<file path="src/rtl/ss_triangle_pkg.sv">
// Package: shared types for the triangular spread-spectrum generator.
package ss_triangle_pkg;
    // Half of the modulation period the profile is currently in.
    typedef enum logic {
        PH_RISE = 1'b0,
        PH_FALL = 1'b1
    } ss_phase_e;
endpackage

</file>
<file path="src/rtl/ss_sync_edge.sv">
// Module: ss_sync_edge
// Detects a rising edge on the line-sync input.
// Assumes: sync_i is already synchronous to clk_i.
module ss_sync_edge (
    input  logic clk_i,
    input  logic rst_ni,
    input  logic sync_i,
    output logic rise_o
);
    logic sync_q;

    // Remember the previous sync level.
    always_ff @(posedge clk_i) begin
        if (!rst_ni) sync_q <= 1'b0;
        else         sync_q <= sync_i;
    end

    assign rise_o = sync_i & ~sync_q;
endmodule

</file>
<file path="src/rtl/ss_profile_seq.sv">
// Module: ss_profile_seq
// Steps the position within the modulation period and the triangle level.
// It holds shadow copies of the settings, which are reloaded only at a
// restart point.
// Assumes: settings are static for at least one cycle around a restart.
module ss_profile_seq
    import ss_triangle_pkg::*;
#(
    parameter int PER_W  = 11,
    parameter int AMP_W  = 11,
    parameter int STEP_W = 13
) (
    input  logic              clk_i,
    input  logic              rst_ni,
    input  logic              en_ni,
    input  logic              sync_rise_i,
    input  logic [PER_W-1:0]  period_i,
    input  logic [AMP_W-1:0]  amp_i,
    input  logic [STEP_W-1:0] step_i,
    output logic [AMP_W-1:0]  level_o,
    output logic [STEP_W-1:0] step_o,
    output ss_phase_e         phase_o,
    output logic              active_o
);
    localparam int HALF_W = PER_W - 1;
    localparam int CMP_W  = ((AMP_W > HALF_W) ? AMP_W : HALF_W) + 1;

    logic              act_q;
    logic [PER_W-1:0]  pos_q;
    logic [AMP_W-1:0]  lvl_q, lvl_nxt, peak_q, peak_in;
    logic [HALF_W-1:0] half_q, half_in;
    logic [STEP_W-1:0] step_q;
    logic [PER_W-1:0]  last_pos;
    logic [CMP_W-1:0]  amp_x, half_x;
    logic              reload, go, rising;

    // Derive the half period and the clipped peak from the live settings.
    always_comb begin
        half_in = period_i[PER_W-1:1];
        amp_x   = CMP_W'(amp_i);
        half_x  = CMP_W'(half_in);
        peak_in = (amp_x > half_x) ? AMP_W'(amp_x - half_x) : '0;
        go      = ~en_ni && (half_in != '0);
    end

    // Decide on a restart, and compute the next triangle level.
    always_comb begin
        last_pos = {half_q, 1'b0} - PER_W'(1);
        reload   = ~act_q | sync_rise_i | en_ni | (pos_q == last_pos);
        rising   = pos_q < PER_W'(half_q);
        if (rising) lvl_nxt = (lvl_q < peak_q) ? lvl_q + AMP_W'(1) : peak_q;
        else        lvl_nxt = (lvl_q != '0) ? lvl_q - AMP_W'(1) : '0;
    end

    // Hold the sequencer state, reloading settings at each restart point.
    always_ff @(posedge clk_i) begin
        if (!rst_ni) begin
            act_q  <= 1'b0;
            pos_q  <= '0;
            lvl_q  <= '0;
            half_q <= '0;
            peak_q <= '0;
            step_q <= '0;
        end else if (reload) begin
            act_q  <= go;
            pos_q  <= '0;
            lvl_q  <= '0;
            half_q <= half_in;
            peak_q <= peak_in;
            step_q <= step_i;
        end else begin
            pos_q  <= pos_q + PER_W'(1);
            lvl_q  <= lvl_nxt;
        end
    end

    assign level_o  = lvl_q;
    assign step_o   = step_q;
    assign active_o = act_q;
    assign phase_o  = (act_q && !rising) ? PH_FALL : PH_RISE;

    // the level stays within the clipped peak.
    assert_level_within_peak_R6: assert property (@(posedge clk_i) disable iff (!rst_ni)
        lvl_q <= peak_q);
    // the position stays inside the period while running.
    assert_pos_in_period_R3: assert property (@(posedge clk_i) disable iff (!rst_ni)
        act_q |-> (pos_q < {half_q, 1'b0}));
    // a sync edge puts the profile back at its start.
    assert_restart_on_sync_R9: assert property (@(posedge clk_i) disable iff (!rst_ni)
        sync_rise_i |=> (pos_q == '0 && lvl_q == '0));
    // the level moves by at most one per cycle while running.
    assert_single_step_R5: assert property (@(posedge clk_i) disable iff (!rst_ni)
        (act_q && !reload) |=> ((lvl_q == $past(lvl_q)) ||
                                (lvl_q == $past(lvl_q) + AMP_W'(1)) ||
                                (lvl_q + AMP_W'(1) == $past(lvl_q))));
endmodule

</file>
<file path="src/rtl/ss_offset_scale.sv">
// Module: ss_offset_scale
// Multiplies the triangle level by the step value, and signs the result.
// Assumes: the level and the step are unsigned. A parameter selects
// between a combinational and a registered output.
module ss_offset_scale #(
    parameter int AMP_W   = 11,
    parameter int STEP_W  = 13,
    parameter bit REG_OUT = 1'b0
) (
    input  logic                          clk_i,
    input  logic                          rst_ni,
    input  logic [AMP_W-1:0]              level_i,
    input  logic [STEP_W-1:0]             step_i,
    output logic signed [AMP_W+STEP_W:0]  offset_o
);
    localparam int PROD_W = AMP_W + STEP_W;
    logic [PROD_W-1:0] prod;

    assign prod = PROD_W'(level_i) * PROD_W'(step_i);

    generate
        if (REG_OUT) begin : g_reg
            logic signed [PROD_W:0] ofs_q;
            // Register the scaled offset.
            always_ff @(posedge clk_i) begin
                if (!rst_ni) ofs_q <= '0;
                else         ofs_q <= $signed({1'b0, prod});
            end
            assign offset_o = ofs_q;
        end else begin : g_comb
            assign offset_o = $signed({1'b0, prod});
        end
    endgenerate
endmodule

</file>
<file path="src/rtl/ss_triangle_gen.sv">
// Module: ss_triangle_gen
// Top module: emits a triangular spread-spectrum offset and a phase flag
// each reference cycle.
// Assumes: all inputs are synchronous to clk_i.
module ss_triangle_gen
    import ss_triangle_pkg::*;
#(
    parameter int PER_W   = 11,
    parameter int STEP_W  = 13,
    parameter int AMP_W   = 11,
    parameter bit REG_OUT = 1'b0,
    localparam int OFS_W  = AMP_W + STEP_W + 1
) (
    input  logic                    clk_i,
    input  logic                    rst_ni,
    input  logic                    mod_en_n,
    input  logic [PER_W-1:0]        period_i,
    input  logic [STEP_W-1:0]       step_i,
    input  logic [AMP_W-1:0]        amp_i,
    input  logic                    line_sync_i,
    output logic signed [OFS_W-1:0] offset_o,
    output logic                    phase_o
);
    logic              sync_rise, active;
    logic [AMP_W-1:0]  level;
    logic [STEP_W-1:0] step_sh;
    ss_phase_e         phase;

    ss_sync_edge u_edge (
        .clk_i  (clk_i),
        .rst_ni (rst_ni),
        .sync_i (line_sync_i),
        .rise_o (sync_rise)
    );

    ss_profile_seq #(.PER_W(PER_W), .AMP_W(AMP_W), .STEP_W(STEP_W)) u_seq (
        .clk_i       (clk_i),
        .rst_ni      (rst_ni),
        .en_ni       (mod_en_n),
        .sync_rise_i (sync_rise),
        .period_i    (period_i),
        .amp_i       (amp_i),
        .step_i      (step_i),
        .level_o     (level),
        .step_o      (step_sh),
        .phase_o     (phase),
        .active_o    (active)
    );

    ss_offset_scale #(.AMP_W(AMP_W), .STEP_W(STEP_W), .REG_OUT(REG_OUT)) u_scale (
        .clk_i    (clk_i),
        .rst_ni   (rst_ni),
        .level_i  (level),
        .step_i   (step_sh),
        .offset_o (offset_o)
    );

    assign phase_o = (phase == PH_FALL);

    // a disabled generator drives a zero offset after the edge.
    assert_idle_zero_R2: assert property (@(posedge clk_i) disable iff (!rst_ni)
        mod_en_n |=> (offset_o == '0 && !phase_o));
    // a period count below two never starts the profile.
    assert_short_period_R4: assert property (@(posedge clk_i) disable iff (!rst_ni)
        (period_i < PER_W'(2) && !active) |=> !active);
    // the phase flag is raised only while the generator runs.
    assert_phase_when_active_R7: assert property (@(posedge clk_i) disable iff (!rst_ni)
        phase_o |-> active);
endmodule

</file>
<file path="config.mk">
export PLATFORM = sky130hd
export DESIGN_NAME = ss_triangle_gen
export DESIGN_NICKNAME = d
export VERILOG_FILES = /design/src/rtl/ss_triangle_pkg.sv /design/src/rtl/ss_sync_edge.sv /design/src/rtl/ss_profile_seq.sv /design/src/rtl/ss_offset_scale.sv /design/src/rtl/ss_triangle_gen.sv
export SDC_FILE = /design/constraint.sdc
export NUM_CORES = 1
export LEC_CHECK = 0
export ABC_CLOCK_PERIOD_IN_PS = 9200
export BUFFER_PORTS_ARGS = -buffer_cell sky130_fd_sc_hd__buf_2
export CORE_MARGIN = 10
export CORE_UTILIZATION = 25
export CTS_CLUSTER_DIAMETER = 80
export DETAILED_ROUTE_END_ITERATION = 10
export PLACE_DENSITY = 0.49
export SLEW_MARGIN = 20
export SYNTH_ARGS = -nofsm -noshare
export SYNTH_HDL_FRONTEND = slang
export SYNTH_SLANG_ARGS = --single-unit
export TNS_END_PERCENT = 20
</file>
<file path="constraint.sdc">
create_clock -name clk_i -period 9.2 [get_ports clk_i]
set_input_delay 2.3 -clock clk_i [delete_from_list [all_inputs] [get_ports clk_i]]
set_output_delay 2.3 -clock clk_i [all_outputs]
set_load 0.02 [all_outputs]
</file>
==> metrics <==
Starting Density 25.5%; n_diodes 0; port bufs 62; clk_lat worst skew about 340 ps; RSZ-0062 raised after global routing false; initial antenna violation count 1; Die Wd 203 um; drt wl/cell about 14 um; Via-to-Cell Ratio between 4 and 5; pre-CTS setup slack between 600 and 700 ps; Clock transition at path regs about 60 ps; Fill cells approximately 3600; First-pass DRT Iterations 4; TritonCTS buffer count 9; Final period util between 90% and 100%; Max clock buf depth 2; core area about 33000 sq um; Crit path buffers/inverters 5; Starting DRT DRC Count 266; first-pass GRT wire length 35.5 mm; root buffer cell clkbuf_16; status complete, no violations; Int Pwr between 0.5 and 0.6 mW; clock sinks slightly below 60; Synth Area per Inst around 8.5 sq um; Seq cells post-synth between 50 and 60; Post-DRT Antenna Nets 0; DP HPWL around 17 mm; Distinct cells, synth 63; grt total ovfl 0; combinational power share ~20%; Sequential cell area 1160 sq um; Synth Cell Area between 8000 and 9000 sq um; Residual DRC 0; wirelength, routed about 21 mm; r2r startpoint u_seq.level_o[4]$_SDFF_PP0_; clock network power share roughly 43%; setup slack, reg-to-reg approximately 5800 ps; Max-Cap Viols 0; slowest stage cell, crit path dfxtp_1; slew margin rel. approximately a third; gr usage total about a tenth; clock skew after layout between 8 and 9 ps; row count 66; worst hold slack between 400 and 500 ps; total number of vias between 6000 and 7000; Multi-input gate area between 6000 and 7000 sq um; sw power around 0.24 mW; Worst Path Required ~6900 ps; CP dominant cell by count fa_1; gpl congestion 0.829; worst hold path class reg2reg; Seq/Total Area, Yosys roughly 14%; DIE AREA 41100 sq um; Ys Warns 0; worst setup margin between 300 and 400 ps; WS Path Type reg2out; Fin Setup TNS 0 ps; CTS tree built; share of cells above drive strength 1 about a tenth; crit path DAT 6530 ps; Leak between 4 and 5 nW; critical path's largest stage delay slightly below 700 ps; number of synthesized flops with an enable pin 0; vias in the first global route 6642; Final nets between 1000 and 1500; Critical Path Start u_seq.level_o[5]$_SDFF_PP0_; top_reg_cell synth dfxtp_1; FF-to-FF End u_seq.level_o[6]$_SDFF_PP0_; H-tree levels 3; Final Critical Period roughly 8800 ps; die height a little over 200 um; Post-Synthesis Net Count approximately 1200; largest net degree at the start of global routing 29; Post-Synthesis Cells approximately 980; Hold Path Sink u_seq.pos_q[0]$_SDFF_PP0_; fmax ~110 MHz; depth of the worst hold-timing path 1; Top delay family on crit path adder cells; worst reg2reg path depth 10; Cell Pwr Density 83.9 nW/um^2; Layout area overhead 13.3%; Post-synth ARST share 0%; crit path launch type flip-flop; Synth area leader fa_1; post-synth top area share 23.8%; io pins 65; final setup fails 0; Reg power frac 36.6%; Fin. Hold Viols 0; synth top area cells fa_1, ha_1, dfxtp_1; final max-slew violation count 0; hold_sp u_seq.pos_q[0]$_SDFF_PP0_; critical path endpoint category output pin; worst-path cell chain nand2_1 > fa_1 > inv_1 > fa_1 > fa_1 > fa_1 > inv_1 > fa_1 > inv_1 > ha_1 > a21oi_1 > o21ai_0 > a211oi_1 > o21ai_0 > a2111oi_0 > buf_4 > o311ai_0 > a21oi_1 > xnor2_1 > buf_2; Worst-Margin Slew about 990 ps; Switching Fraction 30.6%; worst-path maximum fanout 15; Worst IR Drop VDD approximately 88 uV; setup bufs post-CTS 0
-- through the flow --
stage	instance area (sq um)	util, %	cells	total power [mW]
2_1_floorplan	8340	-	983	0.405
3_3_place_gp	9150	28.0	1460	0.457
3_5_place_dp	9150	28.0	1460	0.459
4_1_cts	9450	28.9	1476	0.806
5_1_grt	9450	28.9	1476	0.841
6_report	9450	28.9	1476	0.793
-- cells by family (layout without fill, tap and decap cells) --
group           Yosys count  in the layout  share of synthesized area, %
simple gates            287            287                          17.4
compound gates          159            159                          13.6
flops                    58             58                          13.9
other cells               1              1                        0.0449
fa+ha+maj               194            194                          38.0
buf+inv                 218            269                          10.1
mux                       3              3                         0.360
xor+xnor                 63             63                          6.61
-- cells in the mapped netlist, drive strengths merged (26+ instances only) --
cell      n
a21oi    26
and2     78
clkbuf   34
dfxtp    58
fa       99
ha       95
inv     173
nand2   101
nor2     36
o21ai    32
xnor2    36
xor2     27
-- cells in the final DEF, fill, tap and decap left out, types with 3 or more instances in the layout --
master	netlist	final
a211oi_1	9	9
a21o_1	20	20
a21oi_1	26	26
a22o_1	23	23
a31oi_1	8	8
and2_1	78	78
and3_1	9	9
buf_2	5	62
buf_4	2	18
clkbuf_16	0	9
clkinv_2	0	3
dfxtp_1	58	56
fa_1	99	99
ha_1	95	95
inv_1	173	173
mux2i_1	3	3
nand2_1	101	101
nand2b_1	5	5
nand3_1	20	20
nand3b_1	3	3
nand4_1	3	3
nor2_1	35	35
nor3_1	8	8
nor4_1	6	6
o21a_1	5	5
o21ai_0	31	31
o21bai_1	5	5
o31a_1	3	3
o31ai_1	6	6
or3_1	4	4
xnor2_1	36	36
xor2_1	27	27
-- registers in the layout, indices dropped and copies added (netlist names) --
signal and flops:
u_seq.step_o 13, u_seq.level_o 11, u_seq.peak_q 11, u_seq.pos_q 11, u_seq.half_q 10, u_edge.sync_q 1
u_seq.active_o 1
-- repair_timing --
action,in CTS,in global routing
hold buffers,0,0
gates resized for setup,0,2
setup endpoints to repair,0,1
-- power groups by stage --
stage,clock network (mW),logic (mW),registers (mW)
detailed placement,0,0.162,0.296
global route,0.364,0.184,0.294
CTS,0.352,0.163,0.291
floorplan,0,0.126,0.278
global placement,0,0.161,0.296
finish,0.341,0.162,0.290
-- worst max path at each step --
| stage | endpoint | slack [ps] | cells after the start |
|---|---|---|---|
| 2_1_floorplan | offset_o[23] | 1060 | 20 |
| 5_1_grt | offset_o[23] | 20 | 20 |
| 6_report | offset_o[23] | 370 | 20 |
| 3_3_place_gp | offset_o[23] | 780 | 19 |
| 3_5_place_dp | offset_o[23] | 660 | 19 |
| 4_1_cts | offset_o[23] | 250 | 19 |
-- area by class of cell --
type                    instances  share of cell area, %
inverters                     173                   6.87
clock inverters                 5                  0.569
flip-flops and latches         58                   12.3
multi-input cells             707                   67.1
clock buffers                  11                   2.57
repair buffers                 80                   4.71
well taps                     442                   5.85
-- routing by layer --
layer,track usage (%),part of all wire [%]
met5,0,0.080
met4,1.41,0.48
met3,2.12,4.1
met2,16.6,46
met1,14.7,49
No activity file was read; power rests on OpenSTA's default activity.
